==> config.mk <==
export PLATFORM = sky130hd
export DESIGN_NAME = tct_channel
export DESIGN_NICKNAME = d
export VERILOG_FILES = /design/src/rtl/tct_pkg.sv /design/src/rtl/tct_edge_sync.sv /design/src/rtl/tct_count_reg.sv /design/src/rtl/tct_count_elem.sv /design/src/rtl/tct_channel.sv
export SDC_FILE = /design/constraint.sdc
export NUM_CORES = 1
export LEC_CHECK = 0
export ABC_AREA = 0
export BUFFER_PORTS_ARGS = -buffer_cell sky130_fd_sc_hd__buf_4
export CORE_UTILIZATION = 60
export CTS_CLUSTER_DIAMETER = 40
export CTS_CLUSTER_SIZE = 24
export DETAILED_ROUTE_END_ITERATION = 8
export PLACE_DENSITY = 0.79
export SYNTH_ARGS = -nofsm -noshare
export SYNTH_HDL_FRONTEND = slang
export SYNTH_HIERARCHICAL = 1
export SYNTH_SLANG_ARGS = --single-unit
==> constraint.sdc <==
create_clock -name clk -period 6 [get_ports clk]
set_input_delay 0.9 -clock clk [delete_from_list [all_inputs] [get_ports clk]]
set_output_delay 0.9 -clock clk [all_outputs]
set_load 0.005 [all_outputs]
==> src/rtl/tct_pkg.sv <==
package tct_pkg;
  typedef enum logic [1:0] {
    FMT_PAIR0   = 2'b00,
    FMT_LO_ONLY = 2'b01,
    FMT_HI_ONLY = 2'b10,
    FMT_PAIR    = 2'b11
  } fmt_e;

  function automatic logic is_pair(input logic [1:0] f);
    return (f == FMT_PAIR) || (f == FMT_PAIR0);
  endfunction
endpackage

==> src/rtl/tct_edge_sync.sv <==
module tct_edge_sync #(
  parameter int STAGES = 2
) (
  input  logic clk,
  input  logic rst_n,
  input  logic tclk,
  input  logic gate,
  output logic rise_evt,
  output logic pulse_evt,
  output logic gate_en
);
  logic [STAGES-1:0] tq;
  logic [STAGES-1:0] gq;
  logic tprev;
  logic seen_rise;

  genvar i;
  generate
    for (i = 0; i < STAGES; i++) begin : g_sync
      always_ff @(posedge clk or negedge rst_n) begin
        if (!rst_n) begin
          tq[i] <= 1'b0;
          gq[i] <= 1'b0;
        end else if (i == 0) begin
          tq[i] <= tclk;
          gq[i] <= gate;
        end else begin
          tq[i] <= tq[i-1];
          gq[i] <= gq[i-1];
        end
      end
    end
  endgenerate

  assign rise_evt  = tq[STAGES-1] & ~tprev;
  assign pulse_evt = ~tq[STAGES-1] & tprev & seen_rise;

  always_ff @(posedge clk or negedge rst_n) begin
    if (!rst_n) begin
      tprev     <= 1'b0;
      seen_rise <= 1'b0;
      gate_en   <= 1'b0;
    end else begin
      tprev <= tq[STAGES-1];
      if (rise_evt) begin
        seen_rise <= 1'b1;
        gate_en   <= gq[STAGES-1];
      end else if (pulse_evt) begin
        seen_rise <= 1'b0;
      end
    end
  end


  pulse_after_rise_chk: assert property (@(posedge clk) disable iff (!rst_n)
    rise_evt |=> !pulse_evt);
endmodule

==> src/rtl/tct_count_reg.sv <==
module tct_count_reg #(
  parameter int BW = 8
) (
  input  logic            clk,
  input  logic            rst_n,
  input  logic            ctrl_wr,
  input  logic [1:0]      fmt_in,
  input  logic            data_wr,
  input  logic [BW-1:0]   data_in,
  input  logic            load_ack,
  output logic [2*BW-1:0] cr,
  output logic            load_pend,
  output logic            null_cnt,
  output logic            halt,
  output logic            first_byte_evt,
  output logic            count_done_evt
);
  import tct_pkg::*;
  localparam int CW = 2 * BW;

  logic [1:0]    fmt_q;
  logic          hi_next;
  logic [BW-1:0] lo_hold;

  function automatic logic [CW-1:0] place_byte(input logic [1:0] f,
                                               input logic [BW-1:0] lo,
                                               input logic [BW-1:0] d);
    case (f)
      FMT_LO_ONLY: return {{BW{1'b0}}, d};
      FMT_HI_ONLY: return {d, {BW{1'b0}}};
      default:     return {d, lo};
    endcase
  endfunction

  assign first_byte_evt = data_wr & ~ctrl_wr & is_pair(fmt_q) & ~hi_next;
  assign count_done_evt = data_wr & ~ctrl_wr & ~first_byte_evt;

  always_ff @(posedge clk or negedge rst_n) begin
    if (!rst_n) begin
      fmt_q     <= FMT_PAIR;
      hi_next   <= 1'b0;
      lo_hold   <= '0;
      cr        <= '0;
      load_pend <= 1'b0;
      null_cnt  <= 1'b0;
      halt      <= 1'b0;
    end else if (ctrl_wr) begin
      fmt_q     <= fmt_in;
      hi_next   <= 1'b0;
      load_pend <= 1'b0;
      halt      <= 1'b0;
    end else if (first_byte_evt) begin
      lo_hold   <= data_in;
      hi_next   <= 1'b1;
      halt      <= 1'b1;
      load_pend <= 1'b0;
    end else if (count_done_evt) begin
      cr        <= place_byte(fmt_q, lo_hold, data_in);
      hi_next   <= 1'b0;
      halt      <= 1'b0;
      load_pend <= 1'b1;
      null_cnt  <= 1'b1;
    end else if (load_ack) begin
      load_pend <= 1'b0;
      null_cnt  <= 1'b0;
    end
  end


  null_set_chk: assert property (@(posedge clk) disable iff (!rst_n)
    count_done_evt |=> null_cnt && load_pend);

  null_clr_chk: assert property (@(posedge clk) disable iff (!rst_n)
    (load_ack && !data_wr && !ctrl_wr) |=> !null_cnt);

  halt_chk: assert property (@(posedge clk) disable iff (!rst_n)
    first_byte_evt |=> halt && !load_pend);
endmodule

==> src/rtl/tct_count_elem.sv <==
module tct_count_elem #(
  parameter int CW = 16
) (
  input  logic          clk,
  input  logic          rst_n,
  input  logic          pulse_evt,
  input  logic          gate_en,
  input  logic          load_pend,
  input  logic          halt,
  input  logic          stop,
  input  logic [CW-1:0] cr,
  output logic          load_ack,
  output logic          dec_evt,
  output logic          term_evt
);
  logic [CW-1:0] ce;
  logic          running;

  function automatic logic [CW-1:0] ce_step(input logic [CW-1:0] v);
    return v - 1'b1;
  endfunction

  function automatic logic ce_at_last(input logic [CW-1:0] v);
    return v == {{(CW-1){1'b0}}, 1'b1};
  endfunction

  assign load_ack = pulse_evt & load_pend;
  assign dec_evt  = pulse_evt & ~load_pend & running & gate_en & ~halt & ~stop;
  assign term_evt = dec_evt & ce_at_last(ce);

  always_ff @(posedge clk or negedge rst_n) begin
    if (!rst_n) begin
      ce      <= '0;
      running <= 1'b0;
    end else if (stop) begin
      running <= 1'b0;
    end else if (load_ack) begin
      ce      <= cr;
      running <= 1'b1;
    end else if (dec_evt) begin
      ce      <= ce_step(ce);
    end
  end


  load_value_chk: assert property (@(posedge clk) disable iff (!rst_n)
    (load_ack && !stop) |=> ce == $past(cr));

  gate_hold_chk: assert property (@(posedge clk) disable iff (!rst_n)
    (pulse_evt && !load_pend && !gate_en) |=> $stable(ce));

  wrap_chk: assert property (@(posedge clk) disable iff (!rst_n)
    (dec_evt && ce == '0) |=> ce == {CW{1'b1}});
endmodule

==> src/rtl/tct_channel.sv <==
module tct_channel #(
  parameter int BW          = 8,
  parameter int SYNC_STAGES = 2
) (
  input  logic          clk,
  input  logic          rst_n,
  input  logic          tclk,
  input  logic          gate,
  input  logic          ctrl_wr,
  input  logic [1:0]    fmt,
  input  logic          data_wr,
  input  logic [BW-1:0] data_in,
  output logic          out_line,
  output logic          null_count
);
  localparam int CW = 2 * BW;

  logic          rise_evt;
  logic          pulse_evt;
  logic          gate_en;
  logic [CW-1:0] cr;
  logic          load_pend;
  logic          halt;
  logic          first_byte_evt;
  logic          count_done_evt;
  logic          load_ack;
  logic          dec_evt;
  logic          term_evt;
  logic          drop_evt;
  logic          out_q;

  tct_edge_sync #(.STAGES(SYNC_STAGES)) u_sync (
    .clk      (clk),
    .rst_n    (rst_n),
    .tclk     (tclk),
    .gate     (gate),
    .rise_evt (rise_evt),
    .pulse_evt(pulse_evt),
    .gate_en  (gate_en)
  );

  tct_count_reg #(.BW(BW)) u_creg (
    .clk           (clk),
    .rst_n         (rst_n),
    .ctrl_wr       (ctrl_wr),
    .fmt_in        (fmt),
    .data_wr       (data_wr),
    .data_in       (data_in),
    .load_ack      (load_ack),
    .cr            (cr),
    .load_pend     (load_pend),
    .null_cnt      (null_count),
    .halt          (halt),
    .first_byte_evt(first_byte_evt),
    .count_done_evt(count_done_evt)
  );

  tct_count_elem #(.CW(CW)) u_elem (
    .clk      (clk),
    .rst_n    (rst_n),
    .pulse_evt(pulse_evt),
    .gate_en  (gate_en),
    .load_pend(load_pend),
    .halt     (halt),
    .stop     (ctrl_wr),
    .cr       (cr),
    .load_ack (load_ack),
    .dec_evt  (dec_evt),
    .term_evt (term_evt)
  );

  assign drop_evt = ctrl_wr | first_byte_evt | count_done_evt;

  always_ff @(posedge clk or negedge rst_n) begin
    if (!rst_n)        out_q <= 1'b0;
    else if (drop_evt) out_q <= 1'b0;
    else if (term_evt) out_q <= 1'b1;
  end

  assign out_line = out_q;


  ctrl_drop_chk: assert property (@(posedge clk) disable iff (!rst_n)
    ctrl_wr |=> !out_line);

  first_byte_drop_chk: assert property (@(posedge clk) disable iff (!rst_n)
    first_byte_evt |=> !out_line);

  out_hold_chk: assert property (@(posedge clk) disable iff (!rst_n)
    (out_line && !drop_evt) |=> out_line);

  rise_on_fall_chk: assert property (@(posedge clk) disable iff (!rst_n)
    $rose(out_line) |-> $past(pulse_evt));
endmodule

After elaboration in Yosys (flattened, before gate mapping)
Index checks and enable logic that the tools add are counted.
Operators by class
  bitwise logic cells: 22
  eq/ne operators: 4
  mux-type cells: 16
  add/sub/neg operators: 1
  reduce and logical (&&, ||, !) cells: 13
Operators by type and width (count)
  $mux 16: 2
  $pmux 16 s2: 1
  $eq 16x1->1 const B: 1
  $sub 16x1->16 const B: 1
  $and 1x1->1: 14
  $mux 1: 13
  $reduce_bool 2->1: 5
  $not 1->1: 6
  $reduce_and 3->1: 2
  $eq 2x2->1 const B: 2
  $reduce_and 2->1: 2
  $reduce_bool 4->1: 1
  $reduce_bool 3->1: 1
  $eq 2x1->1 const B: 1
  $logic_not 2->1: 1
  $or 1x1->1: 2
  $logic_or 1x1->1: 1
Word-level totals
  flip-flop bits (word level): 54
  logic and storage cells: 72
  input bits: 16
  output and inout port bits: 2

Depth between registers and ports, before layout
Gate-level depths: netlist of the first run.
  word-level depth: 11
  gate-level depth with buffers: 8
  depth with buffers taken out: 7

Hierarchy
Netlist of the first run, hierarchy kept.
Modules (own cells, without submodules)
  tct_count_reg: times used 1, cells an instance 123, area an instance 1357.6 um^2, seq. area each 728.2 um^2
  tct_count_elem: times used 1, cells an instance 135, area an instance 1129.8 um^2, seq. area each 425.4 um^2
  tct_edge_sync: times used 1, cells an instance 13, area an instance 226.5 um^2, seq. area each 175.2 um^2
  tct_channel: times used 1, cells an instance 3, area an instance 41.3 um^2, seq. area each 25.0 um^2

Worst setup path before layout of the first run
No wires, ideal clock.
  path kind: input-to-reg
  from: in ctrl_wr
  to: reg u_elem.ce[15]
  cell stages on the path: 4
  slack: 3.961 ns
  required time: 5.931 ns
  arrival time: 1.970 ns
  setup time: 0.069 ns
  buffers on the path: 0
  cells stage by stage: nand2b_1 or3_1 or4_1 nand3_1
Between the ends
  longest elaborated chain between the ends: 4
Ends and longest elaborated chain
  from (decl): line tct_channel.sv:9  | input logic ctrl_wr,
  $not 1->1 (no source line) (*)
  $and 1x1->1: line tct_count_elem.sv:28  | assign dec_evt = pulse_evt & ~load_pend & running & gate_en & ~halt & ~stop;
  $reduce_bool 2->1 (no source line)
  $reduce_and 2->1 (no source line) (*)
  to (signal assigned): line tct_count_elem.sv:38  | ce <= cr;
  to (signal assigned): line tct_count_elem.sv:41  | ce <= ce_step(ce);
  to (decl): line tct_count_elem.sv:16  | logic [CW-1:0] ce;
Mark *: on every way between the ends. The rest lies on a longest branch, timed or not.
A chain may end at the register's enable or synchronous reset.

Worst setup path after layout of the first run
  from: reg u_sync.tprev
  to: reg u_elem.ce[4]
Between the ends
  elaborated cells on any way between the ends: 11
  classes of those cells: 1 x mux; 8 x bitwise; 2 x reduce/logical
RTL lines
  from (decl): line tct_edge_sync.sv:14  | logic tprev;
  from (signal assigned): line tct_edge_sync.sv:44  | tprev <= tq[STAGES-1];
  $and 1x1->1 (*) (2 in series): line tct_edge_sync.sv:36  | assign pulse_evt = ~tq[STAGES-1] & tprev & seen_rise;
  net pulse_evt: line tct_channel.sv:19  | logic pulse_evt;
  $and 1x1->1 (*): line tct_count_elem.sv:27  | assign load_ack = pulse_evt & load_pend;
  net load_ack: line tct_channel.sv:26  | logic load_ack;
  $reduce_bool 2->1 (no source line)
  $reduce_and 2->1 (no source line)
The timed path passes the listed nets; every way through them passes the cells marked *.

==> summary.md, run 1 <==
| Metric | Value |
|---|---|
| Worst hold path cell count | `0` |
| Worst Max-Slew Pin Slew | `0.9299 ns` |
| RSZ-0062 raised after global routing | `false` |
| FF-to-FF setup slack | `3.49 ns` |
| Vias per inst | `6.276` |
| Final Wtd Congestion | `0.8068` |
| Chip Width | `69.72 um` |
| Ys Warns | `6` |
| Ratio of total power to cell area | `338.3 nW/um^2` |
| Final setup viols | `0` |
| Root cell of the clock tree | `clkbuf_8` |
| Vias in the first global route | `1,945` |
| Maximum vdd drop | `0.1755 mV` |
| PostCTS Resize Cnt | `0` |
| Mapped Area | `2751 um^2` |
| Clock skew after layout | `0.008897 ns` |
| CP peak stage delay | `0.71 ns` |
| Slowest CP cell | `inv_1` |
| MaxCap Viol Count | `0` |
| Post-Route WL | `5460 um` |
| Final #Nets | `300` |
| Avg Cell Area, Syn | `10.08 um^2` |
| I/O Buffers | `17` |
| # diodes | `0` |
| Detail Placement HPWL | `3742 um` |
| Setup TNS | `0 ns` |
| Largest buffer count on any clock path | `2` |
| CTS H-Tree Depth | `2` |
| CTS Buf Count | `5` |
| Clock-pin slew on the worst setup and hold paths | `0.10 ns` |
| Maximum clock frequency | `399.1 MHz` |
| Die area | `4860 um^2` |
| Total GRT Usage | `24.72%` |
| Worst r2r src | `u_sync/tprev` |
| WHS Endpoint | `u_sync/tq[1]` |
| Detailed-route via count | `2,090` |
| Hold_ws | `0.3568 ns` |
| Leakage | `1.245 nW` |
| Class of the most critical setup path | `reg2reg` |
| Hold Crit Class | `reg2reg` |
| Post-route cell area | `2948 um^2` |
| Drt wl/cell | `16.40 um` |
| TritonCTS clock tree | `done` |
| CP Launch Type | `flip-flop` |
| Die Y | `69.72 um` |
| Slew margin rel. | `38.01%` |
| Post-CTS setup buffers | `0` |
| Fin util | `67.24%` |
| Post-DP Area | `2841 um^2` |
| Count of final max-slew check failures | `0` |
| Critical-path cell list | `nand2_1 -> nor2_1 -> nand2_1 -> inv_1 -> nor2_1 -> a22oi_1 -> o21ai_0` |
| Largest net degree at the start of global routing | `55` |
| # fillers | `332` |
| First-iteration detailed-routing DRC count | `202` |
| Residual DRC count | `0` |
| Max FO, Critical Path | `23` |
| Area grow syn2layout | `7.140%` |
| Gr ovfl total | `0` |
| Share of the cycle needed by the critical path after routing | `41.76%` |
| Initial antenna violation count | `0` |
| 1st-pass router iterations | `7` |
| Number of I/O pins | `18` |
| Arrival time at the worst endpoint | `2.67 ns` |
| Share of layout cells above drive strength 1 | `18.51%` |
| Min cycle time layout | `2.505 ns` |
| Row count | `24` |
| First-pass GRT wire length | `9453 um` |
| Reg2reg end | `u_elem/ce[4]` |
| Total nets after synthesis | `293` |
| Hold-fix buffers at CTS | `0` |
| Syn Inst Count | `273` |
| Clock latency on the worst-skew pair | `0.30 ns` |
| Hold path start | `u_sync/tq[0]` |
| Worst setup margin | `3.495 ns` |
| R2R depth | `7` |
| Req. time, crit path | `6.17 ns` |
| Starting Density | `62.76%` |
| Sink Count | `54` |
| Core box area | `4384 um^2` |
| Pre-CTS worst setup slack | `3.223 ns` |
| Final hold viol count | `0` |
| CP endpoint kind | `flip-flop` |
| Status | `completed` |
| Post-DRT Antenna Nets | `0` |
-- stage by stage --
step / instances / power, W
after global placement: 325 / 0.0007502
final: 333 / 0.0009972
after detailed placement: 325 / 0.0007641
after global routing: 333 / 0.001062
after floorplan: 273 / 0.0006970
after CTS: 333 / 0.001001
-- final cells by class --
type | count | area [um^2] | share of cell area (%)
clock inverters | 1 | 30.03 | 1.019
well taps | 52 | 65.06 | 2.207
multi-input cells | 193 | 1261 | 42.78
inverters | 9 | 33.78 | 1.146
repair buffers | 17 | 127.6 | 4.329
flip-flops and latches | 54 | 1354 | 45.93
clock buffers | 7 | 76.32 | 2.589
-- metal layers --
metal  up-vias  wire length, um  track usage (%)
met5         -                0                0
met2        76             2609            38.83
met3        11              250            4.360
met4         0              112            9.778
met1      1013             2487            34.38
li1        990                -                -
-- state kept, by name, summed over array words and instances (netlist names) --
register          cells
u_sync/gq             2
u_sync/tprev          1
out_line              1
u_sync/seen_rise      1
u_sync/gate_en        1
u_sync/tq             2
u_elem/ce            16
u_creg/load_pend      1
u_creg/cr            16
u_elem/running        1
u_creg/fmt_q          2
u_creg/lo_hold        8
u_creg/null_cnt       1
u_creg/hi_next        1
-- report_power, final --
group / internal, W / leakage, nW / switching, W
combinational: 0.000119 / 0.520 / 0.000131
sequential: 0.000445 / 0.672 / 0.0000644
clock: 0.000125 / 0.0524 / 0.000112
total: 0.000689 / 1.24 / 0.000308
-- worst max-delay path by stage --
stage,slack [ns],depth (start not counted),end,from
6_report,3.49,7,u_elem/ce[4],u_sync/tprev
5_1_grt,3.24,7,u_elem/ce[3],u_sync/tprev
4_1_cts,3.55,4,u_creg/lo_hold[0],ctrl_wr
3_5_place_dp,3.22,4,u_creg/lo_hold[0],ctrl_wr
3_3_place_gp,3.27,4,u_creg/lo_hold[2],ctrl_wr
2_1_floorplan,3.98,4,u_elem/ce[15],ctrl_wr
-- critical path: cells and delay by family (launching register included) --
kind	cells	cell delay [ns]
buffers and inverters	1	0.71
and+or+nand+nor	4	0.91
DFF	1	0.42
AOI/OAI and AO/OA	2	0.32
-- placed cells by master, fill, tap and decap left out, types with 3 or more instances in the layout --
| cell type | count |
|---|---|
| dfrtp_1 | 52 |
| nand2_1 | 37 |
| o21ai_0 | 32 |
| nor2_1 | 18 |
| buf_4 | 17 |
| mux2_2 | 14 |
| a21oi_1 | 11 |
| inv_1 | 9 |
| nand3_1 | 9 |
| o31ai_1 | 8 |
| clkbuf_8 | 5 |
| a2bb2oi_1 | 5 |
| ha_1 | 4 |
| nor3_1 | 4 |
| o22ai_1 | 4 |
| o211ai_1 | 4 |
| mux2_4 | 3 |
| or4_1 | 3 |
(Power assumes the default switching activity.)
==> inputs of run 2 (changes only) <==
--- a/config.mk
+++ b/config.mk
@@ -5,13 +5,13 @@
 export SDC_FILE = /design/constraint.sdc
 export NUM_CORES = 1
 export LEC_CHECK = 0
-export ABC_AREA = 0
+export ABC_AREA = 1
 export BUFFER_PORTS_ARGS = -buffer_cell sky130_fd_sc_hd__buf_4
-export CORE_UTILIZATION = 60
+export CORE_UTILIZATION = 55
 export CTS_CLUSTER_DIAMETER = 40
 export CTS_CLUSTER_SIZE = 24
 export DETAILED_ROUTE_END_ITERATION = 8
-export PLACE_DENSITY = 0.79
+export PLACE_DENSITY = 0.76
 export SYNTH_ARGS = -nofsm -noshare
 export SYNTH_HDL_FRONTEND = slang
 export SYNTH_HIERARCHICAL = 1
==> constraint.sdc (replaced) <==
create_clock -name clk -period 2.2 [get_ports clk]
set_input_delay 0.33 -clock clk [delete_from_list [all_inputs] [get_ports clk]]
set_output_delay 0.33 -clock clk [all_outputs]
set_load 0.005 [all_outputs]
==> summary.md, run 2 <==
| Metric | Value |
|---|---|
| Final #Nets | `440 (+47%)` |
| Maximum vdd drop | `0.4128 mV (+140%)` |
| Total nets after synthesis | `424 (+45%)` |
| Area grow syn2layout | `8.410%` |
| Synth cell types | `29` |
| Avg Cell Area, Syn | `7.365 um^2 (-27%)` |
| Post-CTS setup buffers | `0 (unchanged)` |
| CTS H-Tree Depth | `2 (unchanged)` |
| Worst Max-Slew Pin Slew | `0.6612 ns (-0.2687 ns)` |
| Detail Placement HPWL | `4205 um (+12%)` |
| Root cell of the clock tree | `clkbuf_8` |
| Most frequent cells in the layout | `nand2_1, nor2_1, dfrtp_1, inv_1, nand3_1` |
| Biggest regs | `u_creg/cr (16), u_elem/ce (16), u_creg/lo_hold (8)` |
| Row count | `26 (+8.3%)` |
| Ratio of total power to cell area | `785.1 nW/um^2 (+130%)` |
| # fillers | `461 (+39%)` |
| Post-DRT Antenna Nets | `0 (unchanged)` |
| Number of flops mapped to enable cells by yosys | `0` |
| Post-DP Area | `3131 um^2 (+10%)` |
| Clock skew after layout | `0.004886 ns (-0.004011 ns)` |
| Clock latency on the worst-skew pair | `0.30 ns (about the same)` |
| Mapped Area | `2975 um^2 (+8.1%)` |
| Post-route cell area | `3226 um^2 (+9.4%)` |
| Largest buffer count on any clock path | `2 (unchanged)` |
| Top cells by count, synth | `nand2_1, dfrtp_1, nor2_1` |
| MaxCap Viol Count | `0 (unchanged)` |
| Syn Inst Count | `404 (+48%)` |
| Worst r2r src | `u_creg/fmt_q[0]` |
| Largest net degree at the start of global routing | `55 (unchanged)` |
| # diodes | `0 (unchanged)` |
| Sink Count | `54 (unchanged)` |
| First-pass GRT wire length | `9867 um (+4.4%)` |
| RSZ-0062 raised after global routing | `false` |
| CP Launch Type | `flip-flop` |
| Largest cells by area after synthesis | `dfrtp_1, nand2_1, nor2_1, nand3_1, inv_1` |
| Total GRT Usage | `23.06% (-1.7 points)` |
| Die area | `5708 um^2 (+17%)` |
| Status | `completed` |
| Yosys reg bits | `54` |
| Top cell type's share of synthesized area | `43.73%` |
| Worst setup path start | `u_creg/fmt_q[0]` |
| Final Wtd Congestion | `0.8554 (+6.0%)` |
| Detailed-route via count | `2,489 (+19%)` |
| Drt wl/cell | `11.58 um (-29%)` |
| Ys Warns | `6 (unchanged)` |
| Gr ovfl total | `0 (unchanged)` |
| FF-to-FF setup slack | `0.35 ns (-3.15 ns)` |
| Final hold viol count | `0 (unchanged)` |
| Pre-CTS worst setup slack | `0.3647 ns (-2.858 ns)` |
| Worst Setup EP | `u_creg/lo_hold[5]` |
| Core box area | `5172 um^2 (+18%)` |
| Initial antenna violation count | `0 (unchanged)` |
| Multi-input gate area | `1388 um^2 (+10%)` |
| Register area | `1354 um^2 (unchanged)` |
| Maximum clock frequency | `540.4 MHz (+35%)` |
| Clock-pin slew on the worst setup and hold paths | `0.09 ns (about the same)` |
| Min cycle time layout | `1.850 ns (-0.6549 ns)` |
| Number of I/O pins | `18 (unchanged)` |
| Worst setup margin | `0.3495 ns (-3.145 ns)` |
| Commonest non-fill, non-tap cell in the layout | `nand2_1` |
| Class of the most critical setup path | `reg2reg` |
| Share of the cycle needed by the critical path after routing | `84.11% (+42 points)` |
| First-iteration detailed-routing DRC count | `179 (-11%)` |
| CTS Buf Count | `5 (unchanged)` |
| Total Power | `0.002532 W (+150%)` |
| Top FF cell, synth | `dfrtp_1` |
| Arrival time at the worst endpoint | `2.05 ns (-0.62 ns)` |
| Hold-fix buffers at CTS | `0 (unchanged)` |
| TritonCTS clock tree | `done` |
| Share of layout cells above drive strength 1 | `14.49% (-4.0 points)` |
| Leakage | `1.818 nW (+46%)` |
| Vias per inst | `5.069 (-19%)` |
| Max FO, Critical Path | `11 (-52%)` |
| Slew margin rel. | `55.92% (+18 points)` |
| Reg2reg end | `u_creg/lo_hold[5]` |
| Setup TNS | `0 ns (unchanged)` |
| Req. time, crit path | `2.40 ns (-3.77 ns)` |
| PostCTS Resize Cnt | `0 (unchanged)` |
| Post-Route WL | `5688 um (+4.2%)` |
| Yosys top cell by area | `dfrtp_1` |
| Starting Density | `57.52% (-5.2 points)` |
| Die Y | `75.55 um (+8.4%)` |
| Vias in the first global route | `2,209 (+14%)` |
| Post-synthesis sequential area ratio | `45.50%` |
| R2R depth | `7 (unchanged)` |
| I/O Buffers | `17 (unchanged)` |
| Hold Crit Class | `in2async` |
| Async set or reset register ratio after synthesis | `100.0%` |
| Residual DRC count | `0 (unchanged)` |
| Final setup viols | `0 (unchanged)` |
| CP endpoint kind | `flip-flop` |
| Most numerous cell in the Yosys netlist | `nand2_1` |
| Chip Width | `75.55 um (+8.4%)` |
| 1st-pass router iterations | `4 (-3)` |
| Count of final max-slew check failures | `0 (unchanged)` |
-- run 2: changes by cell type in the layout (fill, tap and decap cells not counted), moves of 6 or more --
cell,before,now
nand3_1,9,29
o21ai_0,32,11
a21oi_1,11,4
nand2_1,37,159
o31ai_1,8,0
nor2_1,18,52
inv_1,9,34
mux2_2,14,0
inv_2,0,7
nand2_2,0,6
-- run 2: cell type report --
class                           instances  area share (%)
Sequential cell                        54           41.97
Multi-Input combinational cell        298           43.02
Timing Repair Buffer                   18           4.189
Inverter                               43           5.159
Tap cell                               70           2.715
Clock inverter                          1          0.2715
Clock buffer                            7           2.676
-- run 2: power by group --
part / switching [W] / internal, W
Combinational: 0.000405 / 0.000231
Clock: 0.000311 / 0.000261
Sequential: 0.000137 / 0.00119
Total: 0.000852 / 0.00168
-- run 2: how the worst min path moves through the flow --
stage	from	to	slack, ns	cells past startpoint
finish	rst_n	u_sync/tprev	0.05	1
global route	rst_n	u_sync/gq[1]	0.10	1
CTS	rst_n	u_sync/seen_rise	0.07	1
detailed placement	u_sync/tq[0]	u_sync/tq[1]	0.34	0
global placement	u_sync/gq[0]	u_sync/gq[1]	0.33	0
floorplan	rst_n	out_line	0.03	0
-- run 2: worst max-delay path, stage by stage, from the launching register on --
cell and delay, ns:
dfstp_2 0.55, inv_1 0.05, ha_1 0.49, inv_2 0.17, nor2_4 0.19, nand2_2 0.15, nand2_1 0.10, nand2_1 0.05
-- run 2: per-stage QoR --
stage / std cells / utilization [%] / hold slack [ns]
global route: 491 / 62.36 / 0.1035
finish: 491 / 62.36 / 0.04505
floorplan: 404 / - / 0.03441
detailed placement: 483 / 60.52 / 0.3397
global placement: 483 / 60.52 / 0.3333
CTS: 491 / 62.36 / 0.07364
-- run 2: per-layer routing --
metal  routed length [um]  vias up  GRT usage (%)
li1                     -     1278              -
met1                 2760     1155          32.05
met2                 2618       46          35.62
met3                  187       10          3.439
met4                  121        0          11.11
met5                    0        -              0
-- run 2: cells by family after synthesis --
kind of cell,share of synthesized area [%]
and+or+nand+nor,40.45
DFF,45.50
AOI/OAI and AO/OA,4.500
buffers and inverters,7.863
adders and majority gates,1.682
